## src/rtl/arc_tx_pkg.sv

```systemverilog
package arc_tx_pkg;

  localparam int BYTE_W    = 8;
  localparam int SYM_W     = 11;
  localparam int SYM_CNT_W = 4;

  typedef enum logic [2:0] {
    FT_TOKEN = 3'd0,
    FT_ENQ   = 3'd1,
    FT_DATA  = 3'd2,
    FT_ACK   = 3'd3,
    FT_NAK   = 3'd4
  } ftype_e;

  typedef enum logic [3:0] {
    SP_LEAD, SP_SID, SP_DID_A, SP_DID_B, SP_CNT,
    SP_PAY, SP_CRC_LO, SP_CRC_HI, SP_END
  } step_e;

  localparam logic [BYTE_W-1:0] CH_TOKEN = 8'h04;
  localparam logic [BYTE_W-1:0] CH_ENQ   = 8'h85;
  localparam logic [BYTE_W-1:0] CH_DATA  = 8'h01;
  localparam logic [BYTE_W-1:0] CH_ACK   = 8'h86;
  localparam logic [BYTE_W-1:0] CH_NAK   = 8'h15;

  localparam logic [SYM_W-1:0]     ALERT_SYM  = 11'b000_0011_1111;
  localparam logic [SYM_CNT_W-1:0] ALERT_LAST = 4'd5;
  localparam logic [SYM_CNT_W-1:0] CHAR_LAST  = 4'd10;

  function automatic logic type_valid(input logic [2:0] code);
    return code <= 3'd4;
  endfunction

  function automatic logic [BYTE_W-1:0] lead_char(input ftype_e t);
    case (t)
      FT_TOKEN: return CH_TOKEN;
      FT_ENQ:   return CH_ENQ;
      FT_DATA:  return CH_DATA;
      FT_ACK:   return CH_ACK;
      default:  return CH_NAK;
    endcase
  endfunction

  // Character framing: two ones, a zero, then data LSB first (bit 0 leaves first)
  function automatic logic [SYM_W-1:0] char_sym(input logic [BYTE_W-1:0] b);
    return {b, 3'b011};
  endfunction

  // Reflected CRC-16, one byte folded in
  function automatic logic [15:0] crc_fold(input logic [15:0] c, input logic [BYTE_W-1:0] b);
    logic [15:0] r;
    r = c ^ {8'h00, b};
    for (int i = 0; i < 8; i++) begin
      r = r[0] ? ((r >> 1) ^ 16'hA001) : (r >> 1);
    end
    return r;
  endfunction

  function automatic step_e step_after(input ftype_e t, input step_e s,
                                       input logic [BYTE_W-1:0] len,
                                       input logic [BYTE_W-1:0] rem);
    case (s)
      SP_LEAD:   return (t == FT_DATA) ? SP_SID :
                        ((t == FT_TOKEN) || (t == FT_ENQ)) ? SP_DID_A : SP_END;
      SP_SID:    return SP_DID_A;
      SP_DID_A:  return SP_DID_B;
      SP_DID_B:  return (t == FT_DATA) ? SP_CNT : SP_END;
      SP_CNT:    return (len == '0) ? SP_CRC_LO : SP_PAY;
      SP_PAY:    return (rem == 8'd1) ? SP_CRC_LO : SP_PAY;
      SP_CRC_LO: return SP_CRC_HI;
      default:   return SP_END;
    endcase
  endfunction

endpackage

```

## src/rtl/arc_bit_timer.sv

```systemverilog
module arc_bit_timer #(
  parameter int BIT_CYC   = 20,
  parameter int PULSE_CYC = 5
) (
  input  logic clk,
  input  logic rst_n,
  input  logic run,
  input  logic bit_val,
  output logic bit_end,
  output logic pulse_a_n,
  output logic pulse_b_n
);
  localparam int PH_W = (BIT_CYC > 1) ? $clog2(BIT_CYC) : 1;
  localparam logic [PH_W-1:0] PH_LAST = PH_W'(BIT_CYC - 1);
  localparam logic [PH_W-1:0] PH_A    = PH_W'(PULSE_CYC);
  localparam logic [PH_W-1:0] PH_B    = PH_W'(2 * PULSE_CYC);

  logic [PH_W-1:0] phase;

  always_ff @(posedge clk or negedge rst_n) begin
    if (!rst_n)                    phase <= '0;
    else if (!run || bit_end)      phase <= '0;
    else                           phase <= phase + 1'b1;
  end

  assign bit_end   = run && (phase == PH_LAST);
  assign pulse_a_n = !(run && bit_val && (phase < PH_A));
  assign pulse_b_n = !(run && bit_val && (phase >= PH_A) && (phase < PH_B));

endmodule

```

## src/rtl/arc_sym_shifter.sv

```systemverilog
module arc_sym_shifter
  import arc_tx_pkg::*;
(
  input  logic                 clk,
  input  logic                 rst_n,
  input  logic                 load,
  input  logic [SYM_W-1:0]     load_sym,
  input  logic [SYM_CNT_W-1:0] load_last,
  input  logic                 advance,
  output logic                 cur_bit,
  output logic                 last_bit
);
  logic [SYM_W-1:0]     sreg;
  logic [SYM_CNT_W-1:0] left;

  always_ff @(posedge clk or negedge rst_n) begin
    if (!rst_n) begin
      sreg <= '0;
      left <= '0;
    end else if (load) begin
      sreg <= load_sym;
      left <= load_last;
    end else if (advance) begin
      sreg <= {1'b0, sreg[SYM_W-1:1]};
      if (left != '0) left <= left - 1'b1;
    end
  end

  assign cur_bit  = sreg[0];
  assign last_bit = (left == '0);

endmodule

```

## src/rtl/arc_frame_seq.sv

```systemverilog
module arc_frame_seq
  import arc_tx_pkg::*;
(
  input  logic              clk,
  input  logic              rst_n,
  input  logic              start,
  input  logic [2:0]        ftype_in,
  input  logic [BYTE_W-1:0] did_in,
  input  logic [BYTE_W-1:0] sid_in,
  input  logic [BYTE_W-1:0] len_in,
  input  logic [BYTE_W-1:0] pay_data,
  input  logic              sym_end,
  output logic              busy,
  output logic              done,
  output logic              pay_rd,
  output logic              load_alert,
  output logic              load_char,
  output logic [BYTE_W-1:0] char_out
);
  ftype_e            ft_q;
  step_e             step_q;
  logic [BYTE_W-1:0] did_q, sid_q, len_q, rem_q;
  logic [15:0]       crc_q;
  logic              finish;
  logic              in_crc_span;

  assign load_alert  = start && !busy && type_valid(ftype_in);
  assign load_char   = sym_end && busy && (step_q != SP_END);
  assign finish      = sym_end && busy && (step_q == SP_END);
  assign pay_rd      = load_char && (step_q == SP_PAY);
  assign in_crc_span = (step_q == SP_SID) || (step_q == SP_DID_A) || (step_q == SP_DID_B) ||
                       (step_q == SP_CNT) || (step_q == SP_PAY);

  always_comb begin
    case (step_q)
      SP_LEAD:             char_out = lead_char(ft_q);
      SP_SID:              char_out = sid_q;
      SP_DID_A, SP_DID_B:  char_out = did_q;
      SP_CNT:              char_out = len_q;
      SP_PAY:              char_out = pay_data;
      SP_CRC_LO:           char_out = crc_q[7:0];
      SP_CRC_HI:           char_out = crc_q[15:8];
      default:             char_out = '0;
    endcase
  end

  always_ff @(posedge clk or negedge rst_n) begin
    if (!rst_n) begin
      busy   <= 1'b0;
      done   <= 1'b0;
      ft_q   <= FT_TOKEN;
      step_q <= SP_END;
      did_q  <= '0;
      sid_q  <= '0;
      len_q  <= '0;
      rem_q  <= '0;
      crc_q  <= '0;
    end else begin
      done <= finish;
      if (load_alert) begin
        busy   <= 1'b1;
        ft_q   <= ftype_e'(ftype_in);
        step_q <= SP_LEAD;
        did_q  <= did_in;
        sid_q  <= sid_in;
        len_q  <= len_in;
        rem_q  <= '0;
        crc_q  <= '0;
      end else if (finish) begin
        busy <= 1'b0;
      end else if (load_char) begin
        step_q <= step_after(ft_q, step_q, len_q, rem_q);
        if (in_crc_span)           crc_q <= crc_fold(crc_q, char_out);
        if (step_q == SP_CNT)      rem_q <= len_q;
        else if (step_q == SP_PAY) rem_q <= rem_q - 1'b1;
      end
    end
  end

endmodule

```

## src/rtl/arc_frame_tx.sv

```systemverilog
module arc_frame_tx
  import arc_tx_pkg::*;
#(
  parameter int BIT_CYC   = 20,
  parameter int PULSE_CYC = 5
) (
  input  logic       clk,
  input  logic       rst_n,
  input  logic       start,
  input  logic [2:0] frame_type,
  input  logic [7:0] dest_id,
  input  logic [7:0] src_id,
  input  logic [7:0] pay_len,
  input  logic [7:0] pay_data,
  output logic       pay_rd,
  output logic       tx_en,
  output logic       pulse_a_n,
  output logic       pulse_b_n,
  output logic       done
);
  logic              busy;
  logic              bit_end;
  logic              cur_bit;
  logic              last_bit;
  logic              sym_end;
  logic              load_alert;
  logic              load_char;
  logic [BYTE_W-1:0] char_out;
  logic [SYM_W-1:0]     sym_in;
  logic [SYM_CNT_W-1:0] sym_last;

  assign sym_end  = bit_end && last_bit;
  assign sym_in   = load_alert ? ALERT_SYM  : char_sym(char_out);
  assign sym_last = load_alert ? ALERT_LAST : CHAR_LAST;
  assign tx_en    = busy;

  arc_frame_seq u_seq (
    .clk        (clk),
    .rst_n      (rst_n),
    .start      (start),
    .ftype_in   (frame_type),
    .did_in     (dest_id),
    .sid_in     (src_id),
    .len_in     (pay_len),
    .pay_data   (pay_data),
    .sym_end    (sym_end),
    .busy       (busy),
    .done       (done),
    .pay_rd     (pay_rd),
    .load_alert (load_alert),
    .load_char  (load_char),
    .char_out   (char_out)
  );

  arc_sym_shifter u_shift (
    .clk       (clk),
    .rst_n     (rst_n),
    .load      (load_alert || load_char),
    .load_sym  (sym_in),
    .load_last (sym_last),
    .advance   (bit_end),
    .cur_bit   (cur_bit),
    .last_bit  (last_bit)
  );

  arc_bit_timer #(.BIT_CYC(BIT_CYC), .PULSE_CYC(PULSE_CYC)) u_timer (
    .clk       (clk),
    .rst_n     (rst_n),
    .run       (busy),
    .bit_val   (cur_bit),
    .bit_end   (bit_end),
    .pulse_a_n (pulse_a_n),
    .pulse_b_n (pulse_b_n)
  );

endmodule

```

## config.mk

```make
export PLATFORM = sky130hd
export DESIGN_NAME = arc_frame_tx
export DESIGN_NICKNAME = d
export VERILOG_FILES = /design/src/rtl/arc_tx_pkg.sv /design/src/rtl/arc_bit_timer.sv /design/src/rtl/arc_sym_shifter.sv /design/src/rtl/arc_frame_seq.sv /design/src/rtl/arc_frame_tx.sv
export SDC_FILE = /design/constraint.sdc
export NUM_CORES = 1
export LEC_CHECK = 0
export BUFFER_PORTS_ARGS = -buffer_cell sky130_fd_sc_hd__buf_4
export CORE_MARGIN = 8
export CORE_UTILIZATION = 44
export DETAILED_ROUTE_END_ITERATION = 7
export PLACE_DENSITY = 0.66
export RECOVER_POWER = 50
export SLEW_MARGIN = 30
export SYNTH_ARGS = -nofsm -noshare
export SYNTH_HDL_FRONTEND = slang
export SYNTH_SLANG_ARGS = --single-unit
```

## constraint.sdc

```tcl
create_clock -name clk -period 3.8 [get_ports clk]
set_input_delay 0.95 -clock clk [delete_from_list [all_inputs] [get_ports clk]]
set_output_delay 0.95 -clock clk [all_outputs]
set_load 0.02 [all_outputs]
```

# Yosys cells after proc, flatten, opt, wreduce, memory -nomap -nowiden
# Index checks and enable logic that the tools add are counted.
dict set report totals {
  reg_bits 77
  input_bits 38
  output_inout_bits 5
  wordCells 119
}
dict set report classes {
  add_sub_neg 3
  magnitude_cmp 4
  n_eq_ne 15
  muxes 38
  n_bitwise 9
  reduce_logical 38
}
# operator n
set op_table {}
lappend op_table {{16-bit 2-to-1 mux} 12}
lappend op_table {{8-bit one-hot mux with 7 select lines} 1}
lappend op_table {{4-bit 2-to-1 mux} 10}
lappend op_table {{8-bit 2-to-1 mux} 5}
lappend op_table {{11-bit 2-to-1 mux} 3}
lappend op_table {{8-bit one-hot mux with 4 select lines} 1}
lappend op_table {{4-bit one-hot mux with 7 select lines} 1}
lappend op_table {{2-bit NOT with 3-bit output} 8}
lappend op_table {{4-bit by 3-bit equality test with 1-bit output (second input constant)} 4}
lappend op_table {{16-bit by 8-bit XOR with 16-bit output} 1}
lappend op_table {{1-bit logical AND} 12}
lappend op_table {{2-bit nonzero test} 5}
lappend op_table {{4-bit by 2-bit equality test with 1-bit output (second input constant)} 2}
lappend op_table {{8-bit by 1-bit equality test with 1-bit output (second input constant)} 1}
lappend op_table {{4-bit logical NOT} 2}
lappend op_table {{8-bit logical NOT} 1}
lappend op_table {{8-bit by 1-bit subtractor with 8-bit output (second input constant)} 1}
lappend op_table {{1-bit logical OR} 7}
lappend op_table {{3-bit by 2-bit equality test with 1-bit output (second input constant)} 2}
lappend op_table {{3-bit AND reduction} 2}
lappend op_table {{5-bit by 1-bit adder with 5-bit output (second input constant)} 1}
lappend op_table {{5-bit equality test (second input constant)} 1}
lappend op_table {{5-bit by 3-bit greater-or-equal comparator with 1-bit output (second input constant)} 1}
lappend op_table {{5-bit by 3-bit < comparator with 1-bit output (second input constant)} 1}
lappend op_table {{17 further kinds} 22}

# Logic depth before layout (Yosys ltp)
dict set report depth {
  word_depth 24
  ltp_mapped 12
  ltp_nobuf 9
}

# Cells and area by module
# From an unflattened synthesis, not the netlist that was laid out.
dict set report hier_totals {
  hier_cells 510
  area_unflattened_um2 4575.6
}
# module n_inst cells_per_inst area_per_inst_um2 seq_area_each_um2
set modules_own_cells {}
lappend modules_own_cells {arc_frame_seq 1 389 3433.3 1427.6}
lappend modules_own_cells {arc_sym_shifter 1 74 747.0 375.4}
lappend modules_own_cells {arc_bit_timer 1 35 325.3 125.1}
lappend modules_own_cells {arc_frame_tx 1 12 70.1 0.0}

# Worst setup path after synthesis
# No wires, ideal clock.
dict set report synth_timing {
  kind {input to register}
  startpoint {in pay_data[2]}
  endpoint {reg u_seq.crc_q[15]}
  setup_time_ns 0.086
  t_arrival_ns 2.713
  required_time_ns 3.714
  setup_slack_ns 1.001
  stages 8
  path_buffers 0
  path_cell_list {mux2_2 > a32o_2 > a211oi_4 > xnor2_1 > xnor2_2 > xnor3_2 > nor2b_4 > nor3_1}
}
dict set report synth_via {
  elab_chain_len 15
}
# element line
set synth_lines {}
lappend synth_lines {{from (decl)} arc_frame_tx.sv:14} ;# input logic [7:0] pay_data,
lappend synth_lines {{8-bit one-hot mux with 7 select lines (*)} arc_frame_seq.sv:35} ;# case (step_q)
lappend synth_lines {{16-bit by 8-bit XOR with 16-bit output (*)} arc_tx_pkg.sv:52} ;# r = c ^ {8'h00, b};
lappend synth_lines {{16-bit 2-to-1 mux (*)} arc_tx_pkg.sv:54} ;# r = r[0] ? ((r >> 1) ^ 16'hA001) : (r >> 1);
lappend synth_lines {{2-bit NOT with 3-bit output (no source line)} n/a}
lappend synth_lines {{16-bit 2-to-1 mux (*) (7 in a row)} arc_tx_pkg.sv:54}
lappend synth_lines {{16-bit 2-to-1 mux (*)} arc_frame_seq.sv:73} ;# if (in_crc_span) crc_q <= crc_fold(crc_q, char_out);
lappend synth_lines {{16-bit 2-to-1 mux (*)} arc_frame_seq.sv:71} ;# end else if (load_char) begin
lappend synth_lines {{16-bit 2-to-1 mux (*)} arc_frame_seq.sv:69} ;# end else if (finish) begin
lappend synth_lines {{16-bit 2-to-1 mux (*)} arc_frame_seq.sv:60} ;# if (load_alert) begin
lappend synth_lines {{to (signal assigned)} arc_frame_seq.sv:73}
lappend synth_lines {{to (decl)} arc_frame_seq.sv:23} ;# logic [15:0] crc_q;
# Mark *: on every way between the ends. The rest lies on a longest branch, timed or not. The select of a mux whose other input is x is not followed.
# A chain may end at the register's enable or synchronous reset.

# Worst setup path in the final report
dict set report layout_timing {
  startpoint {reg u_seq.step_q[1]}
  endpoint {out pay_rd}
}
dict set report layout_via {
  elab_chain_len 3
  word_cells_on_any_way 4
  classes_between {2 x eq/ne; 2 x reduce/logical}
}
# element line
set layout_lines {}
lappend layout_lines {{from (decl)} arc_frame_seq.sv:21} ;# step_e step_q;
lappend layout_lines {{from (signal assigned)} arc_frame_seq.sv:72} ;# step_q <= step_after(ft_q, step_q, len_q, rem_q);
lappend layout_lines {{4-bit inequality test} arc_frame_seq.sv:28} ;# assign load_char = sym_end && busy && (step_q != SP_END);
lappend layout_lines {{1-bit logical AND} arc_frame_seq.sv:28}
lappend layout_lines {{1-bit logical AND (*)} arc_frame_seq.sv:30} ;# assign pay_rd = load_char && (step_q == SP_PAY);
lappend layout_lines {{to (decl)} arc_frame_tx.sv:15} ;# output logic pay_rd,
# Mark *: on every way between the ends. The rest lies on a longest branch, timed or not.

==> impl_metrics.yaml <==
placed_design:
  io_buffers: 42
  gp_congestion: 0.9177
  dpl.cell_count: 693
  dp_hpwl_um: 8850
  post-place-ws_ps: 585.3
sta:
  worst_hold_slack_ps: 478.2
  max_slew_margin_pct: -27.00
  setup_tns_ps: 0
  post-route-worst-setup-slack_ps: 269.9
  grt_setup_unrepaired: "no"
  timing.final.setup_violations: 0
  worst-slew-pin-transition_ps: 1905
  report.final.hold_viol_count: 0
  timing_max_transition_violations_final: 78
  finalClockSkew_ps: 11.85
  post-route-period-util_pct: 92.90
  min_period_ps: 3530
  max_freq_mhz: 283.3
synthesis:
  ys_seq_area_share_pct: 41.53
  syn_inst: 541
  syn-num-nets: 584
  area_share_of_the_largest_cell_type_after_synthesis_pct: 40.96
  postSynthRegisterBits: 77
  syn-cell-area_um2: 4643
  synthesis.yosys.warnings: 0
  yosys.area.top_type: "sky130_fd_sc_hd__dfrtp_1"
  synth_area_per_cell_um2: 8.583
  netlist_top_cells_area: "sky130_fd_sc_hd__dfrtp_1, sky130_fd_sc_hd__nand2_1, sky130_fd_sc_hd__a21oi_1"
  postSynth.asyncResetShare_pct: 100.0
  postSynth.topFlopCell: "sky130_fd_sc_hd__dfrtp_1"
  synth_cell_types: 74
  synth-edff-count: 0
cts:
  cts_repair_resize_count: 0
  cts_buffers: 9
  worst_setup_hold_path_clk_slew_ps: 80
  buffer_type_at_the_clock_tree_root: "sky130_fd_sc_hd__clkbuf_8"
  cts-root-to-sink-buffers: 2
  tritoncts: "yes"
  cts_num_sinks: 77
  cts_max_level: 3
  clk_latency_ps: 350
  hold_buffers: 0
  post_cts.repair.setup_buffers: 0
floorplanning:
  row_count: 37
  die_area_um2: 14100
  floorplan.initialDensity_pct: 45.18
  die_w_um: 118.7
  design.core.area_um2: 10280
  chipHeight_um: 118.7
  io_pins: 43
critical_path:
  required_time_worst_endpoint_ps: 2850
  worstPathBufferInverterCount: 1
  crit_path_top_delay_cell: "sky130_fd_sc_hd__dfrtp_1"
  cp-end-kind: "primary output"
  cpLargestDelayFamily: "simple AND/OR/NAND/NOR gates"
  worst-path-max-fanout: 31
  delay_of_the_slowest_cell_on_the_worst_path_ps: 950
  criticalPathCategory: "reg -> out"
  setup.worst_path.start_class: "flop"
  worstPathArrival_ps: 2580
  critical_path.cell_chain: "nor2_1, nand3_1, nand3_1, nor2_1, buf_4"
status:
  status: "finished, violations left"
  failed_checks: "capacitance limit, slew limit"
detailed_routing:
  final_antenna_net_count: 0
  avgViaCountPerCell: 5.712
  post-route-drc-count: 0
  vias: 4050
  initial_drc_count: 424
  wl_per_cell_um: 17.55
  drt-pass1-iter-count: 5
  routed_wl_um: 12450
global_route:
  grt_util_all_layers_pct: 17.89
  remaining_overflow_grt: 0
  via_count_of_the_first_global_routing_pass: 3998
  grt_max_degree: 78
  first_pass_grt_wire_length_um: 20700
  antenna_found_initial: 0
job:
  maxcap_violations: 1
power_and_ir_drop:
  p_leak_nw: 2.350
  net-switching-power_uw: 447.7
  internal-power_mw: 1.336
  clk_pwr_share_pct: 39.4
  pd_cells_nw_per_um2: 341.8
  pwr-share-comb_pct: 11.0
  power.share.sequential_pct: 49.6
  peakVddDrop_mv: 0.1859
  swShare_pct: 25.10
layout:
  ff_latch_area_um2: 1929
  final.fill_count: 983
  nNetsFinal: 611
  utilization_pct: 50.78
  diodes: 0
  layout-area-overhead-vs-synth_pct: 12.40
  layoutNonFillerInstCount: 709
  multi_input_comb_area_um2: 2470
  drive_above_1_share_pct: 17.10
worst_hold_path:
  kind_of_path_behind_the_tightest_hold_check: "reg -> reg"
[routing by layer]
layer / global-route usage (%) / vias to the layer above / share of wire (%) / routed length, um
met5: 0 / - / 0 / 0
met4: 5.534 / 0 / 1.6 / 200
met3: 3.808 / 16 / 4.7 / 588
met2: 28.75 / 121 / 48 / 5940
met1: 23.61 / 1959 / 46 / 5716
li1: - / 1954 / - / -
[sequential cells by signal, summed over array words and instances (netlist names)]
signal / count
u_seq.len_q: 8
u_shift.left: 4
u_seq.done: 1
u_seq.crc_q: 16
u_seq.step_q: 4
u_seq.busy: 1
u_shift.sreg: 11
u_timer.phase: 5
u_seq.ft_q: 3
u_seq.sid_q: 8
u_seq.rem_q: 8
u_seq.did_q: 8
[worst register-to-register path: stages, from the launching register on]
cell and delay, ps:
sky130_fd_sc_hd__dfrtp_1 950, sky130_fd_sc_hd__nor2b_1 290, sky130_fd_sc_hd__a32o_1 340, sky130_fd_sc_hd__a211oi_2 300, sky130_fd_sc_hd__xnor2_1 210, sky130_fd_sc_hd__xnor2_1 190, sky130_fd_sc_hd__xnor3_2 500, sky130_fd_sc_hd__nor2b_4 140
sky130_fd_sc_hd__nor3_1 180
[cell usage after synthesis, drive strengths merged, types with 8 or more instances]
library cell  number
nand3b             9
xnor2             16
a21oi             36
nand2            121
a211oi             8
clkbuf            21
nand3             19
inv               14
o21ai             37
dfrtp             76
nor3              12
buf               13
nor2              35
[stage by stage]
stage | power [mW] | cell area (um^2)
after global routing | 1.860 | 5219
final | 1.784 | 5219
after floorplan | 1.016 | 4643
after detailed placement | 1.096 | 4996
after global placement | 1.094 | 4996
after CTS | 1.804 | 5220
[cell usage in the layout (no fill, tap or decap), types with 4 or more instances in the layout]
cell type | netlist | final
sky130_fd_sc_hd__a21oi_1 | 36 | 36
sky130_fd_sc_hd__ha_1 | 5 | 5
sky130_fd_sc_hd__nor2_1 | 35 | 35
sky130_fd_sc_hd__a22oi_1 | 5 | 5
sky130_fd_sc_hd__a211oi_1 | 5 | 5
sky130_fd_sc_hd__nand3b_1 | 9 | 9
sky130_fd_sc_hd__xor2_1 | 4 | 4
sky130_fd_sc_hd__dfrtp_1 | 76 | 75
sky130_fd_sc_hd__o21ai_0 | 35 | 35
sky130_fd_sc_hd__nor2b_1 | 5 | 5
sky130_fd_sc_hd__mux2_2 | 5 | 5
sky130_fd_sc_hd__nor3b_1 | 5 | 4
sky130_fd_sc_hd__nand2_1 | 121 | 121
sky130_fd_sc_hd__nor3_1 | 12 | 12
sky130_fd_sc_hd__nand4_1 | 5 | 5
sky130_fd_sc_hd__clkbuf_8 | 3 | 10
sky130_fd_sc_hd__buf_4 | 3 | 49
sky130_fd_sc_hd__and3_1 | 6 | 6
sky130_fd_sc_hd__nand3_1 | 19 | 19
sky130_fd_sc_hd__and2_1 | 7 | 6
sky130_fd_sc_hd__mux2i_1 | 7 | 7
sky130_fd_sc_hd__xnor2_1 | 14 | 14
sky130_fd_sc_hd__nor4_1 | 5 | 5
sky130_fd_sc_hd__nand2b_1 | 7 | 7
sky130_fd_sc_hd__inv_1 | 14 | 14
[cell families (layout without fill, tap and decap cells)]
family / count (synthesis) / in the layout / share of synthesized area, %
AOI/OAI and AO/OA: 120 / 120 / 17.06
muxes: 12 / 12 / 2.722
adders and majority gates: 5 / 5 / 1.347
buffers and inverters: 48 / 80 / 5.389
xor gates and xnor gates: 21 / 21 / 4.608
and+or+nand+nor: 258 / 258 / 27.35
DFF: 77 / 77 / 41.53
[worst paths after layout]
check | start | end | slack [ps] | cells past startpoint
min reg2reg | u_seq.did_q[4] | u_seq.did_q[4] | 480 | 2
min | u_seq.did_q[4] | u_seq.did_q[4] | 480 | 2
max reg2reg | u_seq.step_q[1] | u_seq.crc_q[15] | 610 | 8
min in group asynchronous | rst_n | u_timer.phase[4] | 1120 | 1
max | u_seq.step_q[1] | pay_rd | 270 | 5
max in group asynchronous | rst_n | u_seq.step_q[0] | 1430 | 1
[layout make-up]
| cell class | instances | area share, % |
|---|---|---|
| clock buffer | 10 | 2.637 |
| clock inverter | 6 | 1.654 |
| inverter | 14 | 1.007 |
| multi-input combinational | 416 | 47.33 |
| sequential | 77 | 36.97 |
| tap | 136 | 3.261 |
| timing repair buffer | 50 | 7.145 |
[power groups by stage]
stage	sequential, mW	clock [mW]	combinational (mW)
2_1_floorplan	0.880	0	0.136
3_3_place_gp	0.899	0	0.195
3_5_place_dp	0.900	0	0.197
4_1_cts	0.884	0.723	0.198
5_1_grt	0.888	0.754	0.218
6_report	0.884	0.704	0.196
Note: power is estimated with default switching activity, not from simulation.
